### src/rtl/tsc_pkg.sv
package tsc_pkg;

    typedef enum logic [2:0] {
        ST_IDLE  = 3'd0,
        ST_LEAD  = 3'd1,
        ST_SHIFT = 3'd2,
        ST_TRAIL = 3'd3,
        ST_DONE  = 3'd4
    } tsc_state_e;

    // configuration field positions
    localparam int CFG_TPOL_BIT  = 0;
    localparam int CFG_SRC_BIT   = 1;
    localparam int CFG_CHAIN_BIT = 2;
    localparam int CFG_CNT_LSB   = 3;

endpackage

### src/rtl/tsc_trig_edge.sv
module tsc_trig_edge (
    input  logic clk,
    input  logic rst_n,
    input  logic trig_in,
    input  logic pol_rise,
    output logic hit
);
    logic sync1_q, sync2_q, hist_q;

    always_ff @(posedge clk or negedge rst_n) begin
        if (!rst_n) begin
            sync1_q <= 1'b0;
            sync2_q <= 1'b0;
            hist_q  <= 1'b0;
        end else begin
            sync1_q <= trig_in;
            sync2_q <= sync1_q;
            hist_q  <= sync2_q;
        end
    end

    logic rise_seen, fall_seen;
    assign rise_seen = sync2_q & ~hist_q;
    assign fall_seen = ~sync2_q & hist_q;
    assign hit       = pol_rise ? rise_seen : fall_seen;

endmodule

### src/rtl/tsc_cfg_regs.sv
module tsc_cfg_regs #(
    parameter int FRAME_W = 8,
    parameter int CNT_W   = 6,
    localparam int CFG_W  = CNT_W + 3
) (
    input  logic               clk,
    input  logic               rst_n,
    input  logic               busy,
    input  logic               cfg_we,
    input  logic [CFG_W-1:0]   cfg_wdata,
    input  logic               alt_we,
    input  logic [FRAME_W-1:0] alt_wdata,
    output logic [CFG_W-1:0]   cfg_q,
    output logic [FRAME_W-1:0] alt_q,
    output logic               pol_rise,
    output logic               src_alt,
    output logic               chain_en,
    output logic [CNT_W-1:0]   chain_cnt
);
    import tsc_pkg::*;

    always_ff @(posedge clk or negedge rst_n) begin
        if (!rst_n) begin
            cfg_q <= '0;
        end else if (cfg_we && !busy) begin
            cfg_q <= cfg_wdata;
        end
    end

    always_ff @(posedge clk or negedge rst_n) begin
        if (!rst_n) begin
            alt_q <= '0;
        end else if (alt_we) begin
            alt_q <= alt_wdata;
        end
    end

    assign pol_rise  = cfg_q[CFG_TPOL_BIT];
    assign src_alt   = cfg_q[CFG_SRC_BIT];
    assign chain_en  = cfg_q[CFG_CHAIN_BIT];
    assign chain_cnt = cfg_q[CFG_CNT_LSB +: CNT_W];

endmodule

### src/rtl/tsc_xfer_fsm.sv
module tsc_xfer_fsm #(
    parameter int FRAME_W = 8,
    parameter int CNT_W   = 6,
    localparam int LEN_W  = CNT_W + 1
) (
    input  logic               clk,
    input  logic               rst_n,
    input  logic               start,
    input  logic [FRAME_W-1:0] load_word,
    input  logic               chain_en,
    input  logic [CNT_W-1:0]   chain_cnt,
    input  logic               miso,
    output logic               sck,
    output logic               mosi,
    output logic               cs_n,
    output logic               busy,
    output logic               done,
    output logic [FRAME_W-1:0] rx_data
);
    import tsc_pkg::*;

    localparam logic [LEN_W-1:0] FRAME_LEN = LEN_W'(FRAME_W);
    localparam logic [LEN_W-1:0] ONE_LEN   = LEN_W'(1);

    tsc_state_e         state_q, state_d;
    logic [1:0]         ph_q;
    logic [LEN_W-1:0]   bit_q;
    logic [LEN_W-1:0]   len_q;
    logic [FRAME_W-1:0] shreg_q;

    // transfer length chosen at load time
    logic [LEN_W-1:0] cnt_plus1;
    logic [LEN_W-1:0] len_d;
    assign cnt_plus1 = {1'b0, chain_cnt} + ONE_LEN;

    always_comb begin
        if (!chain_en) begin
            len_d = FRAME_LEN;
        end else if (cnt_plus1 < FRAME_LEN) begin
            len_d = FRAME_LEN;
        end else begin
            len_d = cnt_plus1;
        end
    end

    logic last_bit;
    assign last_bit = (bit_q == (len_q - ONE_LEN));

    // next-state logic
    always_comb begin
        state_d = state_q;
        unique case (state_q)
            ST_IDLE:  if (start) state_d = ST_LEAD;
            ST_LEAD:  state_d = ST_SHIFT;
            ST_SHIFT: if (ph_q == 2'd1 && last_bit) state_d = ST_TRAIL;
            ST_TRAIL: state_d = ST_DONE;
            ST_DONE:  state_d = ST_IDLE;
            default:  state_d = ST_IDLE;
        endcase
    end

    // state register and datapath
    always_ff @(posedge clk or negedge rst_n) begin
        if (!rst_n) begin
            state_q <= ST_IDLE;
            ph_q    <= 2'd0;
            bit_q   <= '0;
            len_q   <= FRAME_LEN;
            shreg_q <= '0;
        end else begin
            state_q <= state_d;
            unique case (state_q)
                ST_IDLE: begin
                    if (start) begin
                        shreg_q <= load_word;
                        len_q   <= len_d;
                        bit_q   <= '0;
                        ph_q    <= 2'd0;
                    end
                end
                ST_SHIFT: begin
                    ph_q <= ph_q + 2'd1;
                    if (ph_q == 2'd1) begin
                        shreg_q <= {shreg_q[FRAME_W-2:0], miso};
                        bit_q   <= bit_q + ONE_LEN;
                    end
                end
                ST_LEAD, ST_TRAIL, ST_DONE: begin
                    ph_q <= 2'd0;
                end
                default: begin
                    ph_q <= 2'd0;
                end
            endcase
        end
    end

    // outputs decoded from the registered state
    always_comb begin
        sck  = 1'b0;
        cs_n = 1'b1;
        busy = 1'b1;
        done = 1'b0;
        unique case (state_q)
            ST_IDLE:  busy = 1'b0;
            ST_LEAD:  cs_n = 1'b0;
            ST_SHIFT: begin
                cs_n = 1'b0;
                sck  = ~ph_q[1];
            end
            ST_TRAIL: cs_n = 1'b0;
            ST_DONE:  done = 1'b1;
            default:  busy = 1'b0;
        endcase
    end

    assign mosi    = shreg_q[FRAME_W-1];
    assign rx_data = shreg_q;

endmodule

### src/rtl/trig_ser_ctrl.sv
module trig_ser_ctrl #(
    parameter int FRAME_W = 8,
    parameter int CNT_W   = 6
) (
    input  logic                 clk,
    input  logic                 rst_n,
    input  logic                 trig_in,
    input  logic [FRAME_W-1:0]   par_in,
    input  logic                 alt_we,
    input  logic [FRAME_W-1:0]   alt_wdata,
    input  logic                 cfg_we,
    input  logic [CNT_W+2:0]     cfg_wdata,
    output logic [CNT_W+2:0]     cfg_rd,
    output logic                 sck,
    output logic                 mosi,
    input  logic                 miso,
    output logic                 cs_n,
    output logic                 busy,
    output logic                 done,
    output logic [FRAME_W-1:0]   rx_data
);
    logic               pol_rise, src_alt, chain_en;
    logic [CNT_W-1:0]   chain_cnt;
    logic [FRAME_W-1:0] alt_q;
    logic               edge_hit;
    logic               start;
    logic [FRAME_W-1:0] load_word;

    tsc_cfg_regs #(.FRAME_W(FRAME_W), .CNT_W(CNT_W)) u_cfg (
        .clk       (clk),
        .rst_n     (rst_n),
        .busy      (busy),
        .cfg_we    (cfg_we),
        .cfg_wdata (cfg_wdata),
        .alt_we    (alt_we),
        .alt_wdata (alt_wdata),
        .cfg_q     (cfg_rd),
        .alt_q     (alt_q),
        .pol_rise  (pol_rise),
        .src_alt   (src_alt),
        .chain_en  (chain_en),
        .chain_cnt (chain_cnt)
    );

    tsc_trig_edge u_edge (
        .clk      (clk),
        .rst_n    (rst_n),
        .trig_in  (trig_in),
        .pol_rise (pol_rise),
        .hit      (edge_hit)
    );

    assign start     = edge_hit & ~busy;
    assign load_word = src_alt ? alt_q : par_in;

    tsc_xfer_fsm #(.FRAME_W(FRAME_W), .CNT_W(CNT_W)) u_fsm (
        .clk       (clk),
        .rst_n     (rst_n),
        .start     (start),
        .load_word (load_word),
        .chain_en  (chain_en),
        .chain_cnt (chain_cnt),
        .miso      (miso),
        .sck       (sck),
        .mosi      (mosi),
        .cs_n      (cs_n),
        .busy      (busy),
        .done      (done),
        .rx_data   (rx_data)
    );

endmodule

### config.mk
export PLATFORM = sky130hd
export DESIGN_NAME = trig_ser_ctrl
export DESIGN_NICKNAME = d
export VERILOG_FILES = /design/src/rtl/tsc_pkg.sv /design/src/rtl/tsc_trig_edge.sv /design/src/rtl/tsc_cfg_regs.sv /design/src/rtl/tsc_xfer_fsm.sv /design/src/rtl/trig_ser_ctrl.sv
export SDC_FILE = /design/constraint.sdc
export NUM_CORES = 1
export LEC_CHECK = 0
export ABC_CLOCK_PERIOD_IN_PS = 5200
export BUFFER_PORTS_ARGS = -buffer_cell sky130_fd_sc_hd__buf_4
export CAP_MARGIN = 30
export CORE_MARGIN = 3
export CORE_UTILIZATION = 46
export CTS_BUF_LIST = sky130_fd_sc_hd__clkbuf_16
export DETAILED_ROUTE_END_ITERATION = 16
export PLACE_DENSITY = 0.73
export SLEW_MARGIN = 20
export SYNTH_ARGS = -nofsm -noshare
export SYNTH_HDL_FRONTEND = slang
export SYNTH_SLANG_ARGS = --single-unit
export TNS_END_PERCENT = 5
### constraint.sdc
create_clock -name clk -period 5.2 [get_ports clk]
set_clock_uncertainty 0.05 [all_clocks]
set_input_delay 0 -clock clk [delete_from_list [all_inputs] [get_ports clk]]
set_output_delay 0 -clock clk [all_outputs]
set_load 0.01 [all_outputs]
Yosys cells after proc, flatten, opt, wreduce, memory -nomap -nowiden
Cells that the tools add are included.
W data, S select, Z words.
{"block": "totals", "n_memories": 0, "mem_bits_ro": 0, "latch_bits": 0, "wordCells": 60, "in_bits": 31, "output_inout_bits": 22, "mem_bits_rw": 0, "regBits": 47}
{"block": "classes", "n_eq_ne": 9, "n_addsub": 4, "n_mux": 19, "order_cmp": 1, "div": 0, "reduce_logical": 10, "mul": 0, "n_bitwise": 7, "shifts": 0}
{"op": "$mux W7", "count": 4}
{"op": "$mux W8", "count": 3}
{"op": "$pmux W8 S2", "count": 1}
{"op": "$pmux W7 S2", "count": 1}
{"op": "$pmux W3 S4", "count": 1}
{"op": "$add A6 B1 Y7 const B", "count": 1}
{"op": "$add A7 B1 Y7 const B", "count": 1}
{"op": "$eq A7 B7 Y1", "count": 1}
{"op": "$lt A7 B4 Y1 const B", "count": 1}
{"op": "$sub A7 B1 Y7 const B", "count": 1}
{"op": "$eq A3 B2 Y1 const B", "count": 2}
{"op": "$mux W3", "count": 2}
{"op": "$mux W1", "count": 5}
{"op": "$ne A2 B1 Y1 const B", "count": 2}
{"op": "$not A1 Y1", "count": 4}
{"op": "$pmux W2 S2", "count": 1}
{"op": "$reduce_and A2 Y1", "count": 2}
{"op": "$reduce_or A4 Y1", "count": 1}
{"op": "$and A1 B1 Y1", "count": 3}
{"op": "$eq A3 B1 Y1 const B", "count": 1}
{"op": "$eq A3 B3 Y1 const B", "count": 1}
{"op": "$logic_not A3 Y1", "count": 1}
{"op": "$reduce_and A3 Y1", "count": 1}
{"op": "$reduce_or A3 Y1", "count": 1}
{"op": "other kinds (7)", "count": 8}

Logic depth before layout (Yosys ltp)
{"block": "depth", "ltp_word": 7, "ltp_mapped": 7, "mapped_depth_nobuf": 7}

Hierarchy
From an unflattened synthesis, not the netlist that was laid out.
{"block": "unflattened", "cells_unflattened": 225, "area_unflattened_um2": 2582.5}
{"mod": "tsc_xfer_fsm", "instances": 1, "area_per_inst_um2": 1590.3, "seq_area_each_um2": 676.9, "cells_each": 163}
{"mod": "tsc_cfg_regs", "instances": 1, "area_per_inst_um2": 757.0, "seq_area_each_um2": 425.4, "cells_each": 46}
{"mod": "trig_ser_ctrl", "instances": 1, "area_per_inst_um2": 137.6, "seq_area_each_um2": 0.0, "cells_each": 10}
{"mod": "tsc_trig_edge", "instances": 1, "area_per_inst_um2": 97.6, "seq_area_each_um2": 75.1, "cells_each": 6}

Least setup slack after synthesis
Ideal clock, no wire load.
{"block": "synth_timing", "path_kind": "reg2reg", "start": "register u_fsm.len_q[0]", "end": "register u_fsm.state_q[0]", "setup_time_ps": 111, "path_buffers": 0, "arrival_time_ps": 1855, "stages_incl_launch_ff": 8, "slack_ps": 3184, "required_ps": 5039, "period_less_slack_ps": 2016, "cell_sequence": "dfrtp_1 > inv_1 > ha_1 > nand2b_1 > a21oi_1 > a311o_1 > a2111o_1 > a2111oi_2"}
{"block": "synth_between", "elab_chain_cells": 5}
{"element": "start, declared", "line": "tsc_xfer_fsm.sv:28", "rtl": "logic [LEN_W-1:0] len_q;"}
{"element": "start signal, assigned", "line": "tsc_xfer_fsm.sv:76", "rtl": "len_q <= len_d;"}
{"element": "$sub A7 B1 Y7", "line": "tsc_xfer_fsm.sv:47", "rtl": "assign last_bit = (bit_q == (len_q - ONE_LEN));"}
{"element": "$eq A7 B7 Y1", "line": "tsc_xfer_fsm.sv:47"}
{"element": "$logic_and A1 B1 Y1", "line": "tsc_xfer_fsm.sv:55", "rtl": "ST_SHIFT: if (ph_q == 2'd1 && last_bit) state_d = ST_TRAIL;"}
{"element": "$ne A2 B1 Y1 (no line)"}
{"element": "$reduce_and A2 Y1 (no line)"}
{"element": "end signal, assigned", "line": "tsc_xfer_fsm.sv:71", "rtl": "state_q <= state_d;"}
{"element": "end, declared", "line": "tsc_xfer_fsm.sv:25", "rtl": "tsc_state_e state_q, state_d;"}
No other way between the ends.
A chain may end at the register's enable or synchronous reset.

Worst setup path after layout
Ends and elaborated chain as after synthesis.

==> impl_metrics.yaml <==
outcome:
  status: "completed"
timing:
  layout_worst_path_cycle_share_pct: 42.0
  finalCriticalPeriod_ps: 2180
  fin_worst_hold_slack_ps: 8.12
  setup-violations-final: 0
  grt_setup_unrepaired: "false"
  maxSlewViolCount: 0
  fmaxAchievable_mhz: 458
  worst_slew_margin_rel_pct: 52.9
  worst_slack_ps: 3020
  tightest_slew_ps: 705
  hold_violations: 0
  timing.setup.tns_ps: 0
synthesis:
  synth-async-reset-ratio_pct: 100
  count_of_state_elements_after_synthesis: 47
  synthDominantCellAreaShare_pct: 48.2
  synth_area_leader_cell: "dfrtp_1"
  netlist-cell-type-count: 44
  ys_top_cells_by_area: "dfrtp_1 48%, mux2_2 7.6%, xnor2_1 4.4%"
  postSynthAreaPerCell_um2: 10.7
  ys.warnings.count: 0
  synth_flop_cell: "dfrtp_1"
  netlist_area_before_placement_um2: 2390
  synth_cells: 222
  synth_sequential_area_ratio_pct: 49.3
  number_of_flops_mapped_to_enable_cells_by_yosys: 0
  synth_nets: 257
worst_setup_path:
  crit_path_top_delay_cell: "dfrtp_1"
  critical_path_class: "flip-flop to flip-flop"
  worstPathArrival_ps: 2310
  cp-start-kind: "flip-flop"
  critical_path.max_fanout: 5
  r2r-start: "u_fsm.len_q[0]$_DFFE_PN0P_"
  cp.required_ps: 5330
  timing.critical_path.slowest_cell_delay_ps: 430
  r2r.worst_path.cells: 7
  r2r-end: "u_fsm.state_q[0]$_DFFE_PN0P_"
  timing.critical_path.to_type: "flip-flop"
  crit_path_cell_trace: "inv_1, ha_1, nand2b_1, a21oi_1, a311o_1, a2111o_1, a2111oi_2"
  setup.reg_to_reg.worst_slack_ps: 3020
power:
  net-switching-power_mw: 0.646
  comb_power_share_pct: 42.7
  finalPower_mw: 1.76
  intPower_mw: 1.12
  swShare_pct: 36.7
  vdd.ir_drop.worst_v: 0.000277
  clock_power_share_pct: 20.0
  static-leakage-power_nw: 1.47
  share_of_total_power_in_sequential_cells_pct: 37.2
  cellPowerDensity_nw_per_um2: 549
cells_and_area:
  fraction_of_final_layout_cells_with_drive_strength_greater_than_1_pct: 28.4
  area_delta_synth_final_pct: 34.5
  instances_no_fill: 363
  seq_area_um2: 1180
  finish.net_count: 330
  finalInstanceArea_um2: 3210
  nFillCells: 401
  antennaDiodeCount: 0
  multi_input_area_um2: 1110
  final_core_util_pct: 65.8
placement:
  io_buffer_count: 52
  numPlacedInstances: 329
  place_area_um2: 2790
  gp_congestion: 0.808
  dp_worst_setup_slack_ps: 2990
  dp_hpwl_mm: 3.31
route:
  detail_route.vias_per_cell: 5.01
  vias: 1819
  drt_first_iter_violations: 57
  wl_per_cell_um: 13.7
  detailed_routing_iteration_count_for_the_pre_antenna_repair_pass: 4
  postRouteWirelength_mm: 4.99
  number_of_nets_with_antenna_violations_after_detailed_routing: 0
  detail_route.drc_violations: 0
clock_network:
  cts.htree.levels: 2
  cts_tree: "built"
  cts-buffers-inserted: 5
  cts_sinks: 47
  clock_tree_root_buffer_cell: "clkbuf_16"
  clk_transition_reported_paths_ps: 60
  cts-hold-fix-buffers: 26
  cts.repair_timing.setup_buffer_count: 0
  clk-insertion-delay-late_ps: 280
  clock_tree.buffer_depth: 2
  cts-resized-gates: 0
global_routing:
  grt_start_max_net_pins: 48
  grt_usage_pct: 17.5
  globalRoute.totalOverflow: 0
  via_count_of_the_first_global_routing_pass: 1718
  global_route_wire_length_before_repair_mm: 8.33
  antenna_found_initial: 0
floorplan:
  number_of_top_level_pins: 53
  die_h_um: 78.0
  die_area_um2: 6090
  start_util_pct: 48.9
  chipWidth_um: 78.0
  core_area_um2: 4880
  rows: 25
min_path:
  holdCritStartpoint: "alt_we"
  holdCritPathClass: "input pin to flip-flop"
  hold-path-cell-count: 2
  hold_path_end: "u_cfg.alt_q[7]$_DFFE_PN0P_"
job:
  drv.max_cap_violation_count: 0
[synthesized netlist by cell type, types with 3 or more instances]
cell      instances
inv_1             4
nand3b_1          4
ha_1              4
a21oi_1          15
buf_2             3
xnor2_1          12
buf_4             6
o21ai_1          10
dfrtp_1          46
nand3_1           8
xor2_1            6
mux2i_1           8
nor2_1           19
o21ai_0           3
mux2_2           16
clkbuf_1          3
nand2b_1          3
a22o_1            3
nand2_1          21
[critical path: cells and delay by family (launching register included)]
kind / cells / cell delay [ps]
compound gates: 4 / 1130
flops: 1 / 430
fa+ha+maj: 1 / 230
simple gates: 1 / 140
buf+inv: 1 / 100
[state kept, by name, indices dropped and copies added (netlist names)]
register	count
u_cfg.alt_q	8
u_cfg.cfg_q	9
u_fsm.rx_data	8
u_edge.sync2_q	1
u_edge.hist_q	1
u_fsm.ph_q	2
u_fsm.state_q	3
u_fsm.len_q	7
u_fsm.bit_q	7
u_edge.sync1_q	1
[power by group through the flow]
| stage | Sequential [mW] | Combinational [mW] | Clock, mW |
|---|---|---|---|
| after floorplan | 0.618 | 0.543 | 0 |
| after global placement | 0.651 | 0.722 | 0 |
| after detailed placement | 0.658 | 0.740 | 0 |
| after CTS | 0.654 | 0.759 | 0.359 |
| after global routing | 0.676 | 0.835 | 0.377 |
| final | 0.656 | 0.753 | 0.353 |
[routing by layer]
metal / vias up / GRT usage (%) / routed length [um]
met5: - / 0 / 0
met4: 0 / 5.77 / 65
li1: 917 / - / -
met3: 5 / 5.50 / 285
met1: 855 / 22.7 / 2310
met2: 42 / 27.8 / 2330
[worst max-delay path by stage]
stage | startpoint | to | slack [ps]
final | u_fsm.len_q[0]$_DFFE_PN0P_ | u_fsm.state_q[0]$_DFFE_PN0P_ | 3020
after floorplan | u_fsm.len_q[0]$_DFFE_PN0P_ | u_fsm.state_q[0]$_DFFE_PN0P_ | 3180
after CTS | u_fsm.len_q[0]$_DFFE_PN0P_ | u_fsm.state_q[0]$_DFFE_PN0P_ | 3000
after global routing | u_fsm.len_q[0]$_DFFE_PN0P_ | u_fsm.state_q[0]$_DFFE_PN0P_ | 2910
after global placement | u_fsm.len_q[0]$_DFFE_PN0P_ | u_fsm.state_q[0]$_DFFE_PN0P_ | 3020
after detailed placement | u_fsm.len_q[0]$_DFFE_PN0P_ | u_fsm.state_q[0]$_DFFE_PN0P_ | 2990
[cell families after synthesis]
| group | Yosys count | synth area share [%] |
|---|---|---|
| xor gates and xnor gates | 18 | 6.61 |
| muxes | 25 | 11.4 |
| and+or+nand+nor | 68 | 14.4 |
| DFF | 47 | 49.3 |
| adders and majority gates | 4 | 2.10 |
| AOI/OAI and AO/OA | 43 | 12.1 |
| buffers and inverters | 17 | 4.09 |
[cells in the final DEF (no fill, tap or decap), types with 3 or more instances in the layout]
cell and n:
buf_4 53, dlygate4sd3_1 26, inv_1 4, a21oi_1 15, clkbuf_16 5, ha_1 4, nand3_1 8, o21ai_0 3
mux2_2 16, a22o_1 3, xor2_1 6, nor2_1 19, nand2b_1 3, xnor2_1 12, nand3b_1 4, dfrtp_1 46
mux2i_1 8, nand2_1 21, o21ai_1 10
[final cells by class]
| class | count | share of cell area, % |
|---|---|---|
| Clock buffer | 5 | 3.90 |
| Multi-Input combinational cell | 158 | 34.6 |
| Clock inverter | 3 | 1.21 |
| Timing Repair Buffer | 79 | 20.5 |
| Sequential cell | 47 | 36.7 |
| Tap cell | 67 | 2.61 |
| Inverter | 4 | 0.468 |
Note: power is estimated with default switching activity, not from simulation.
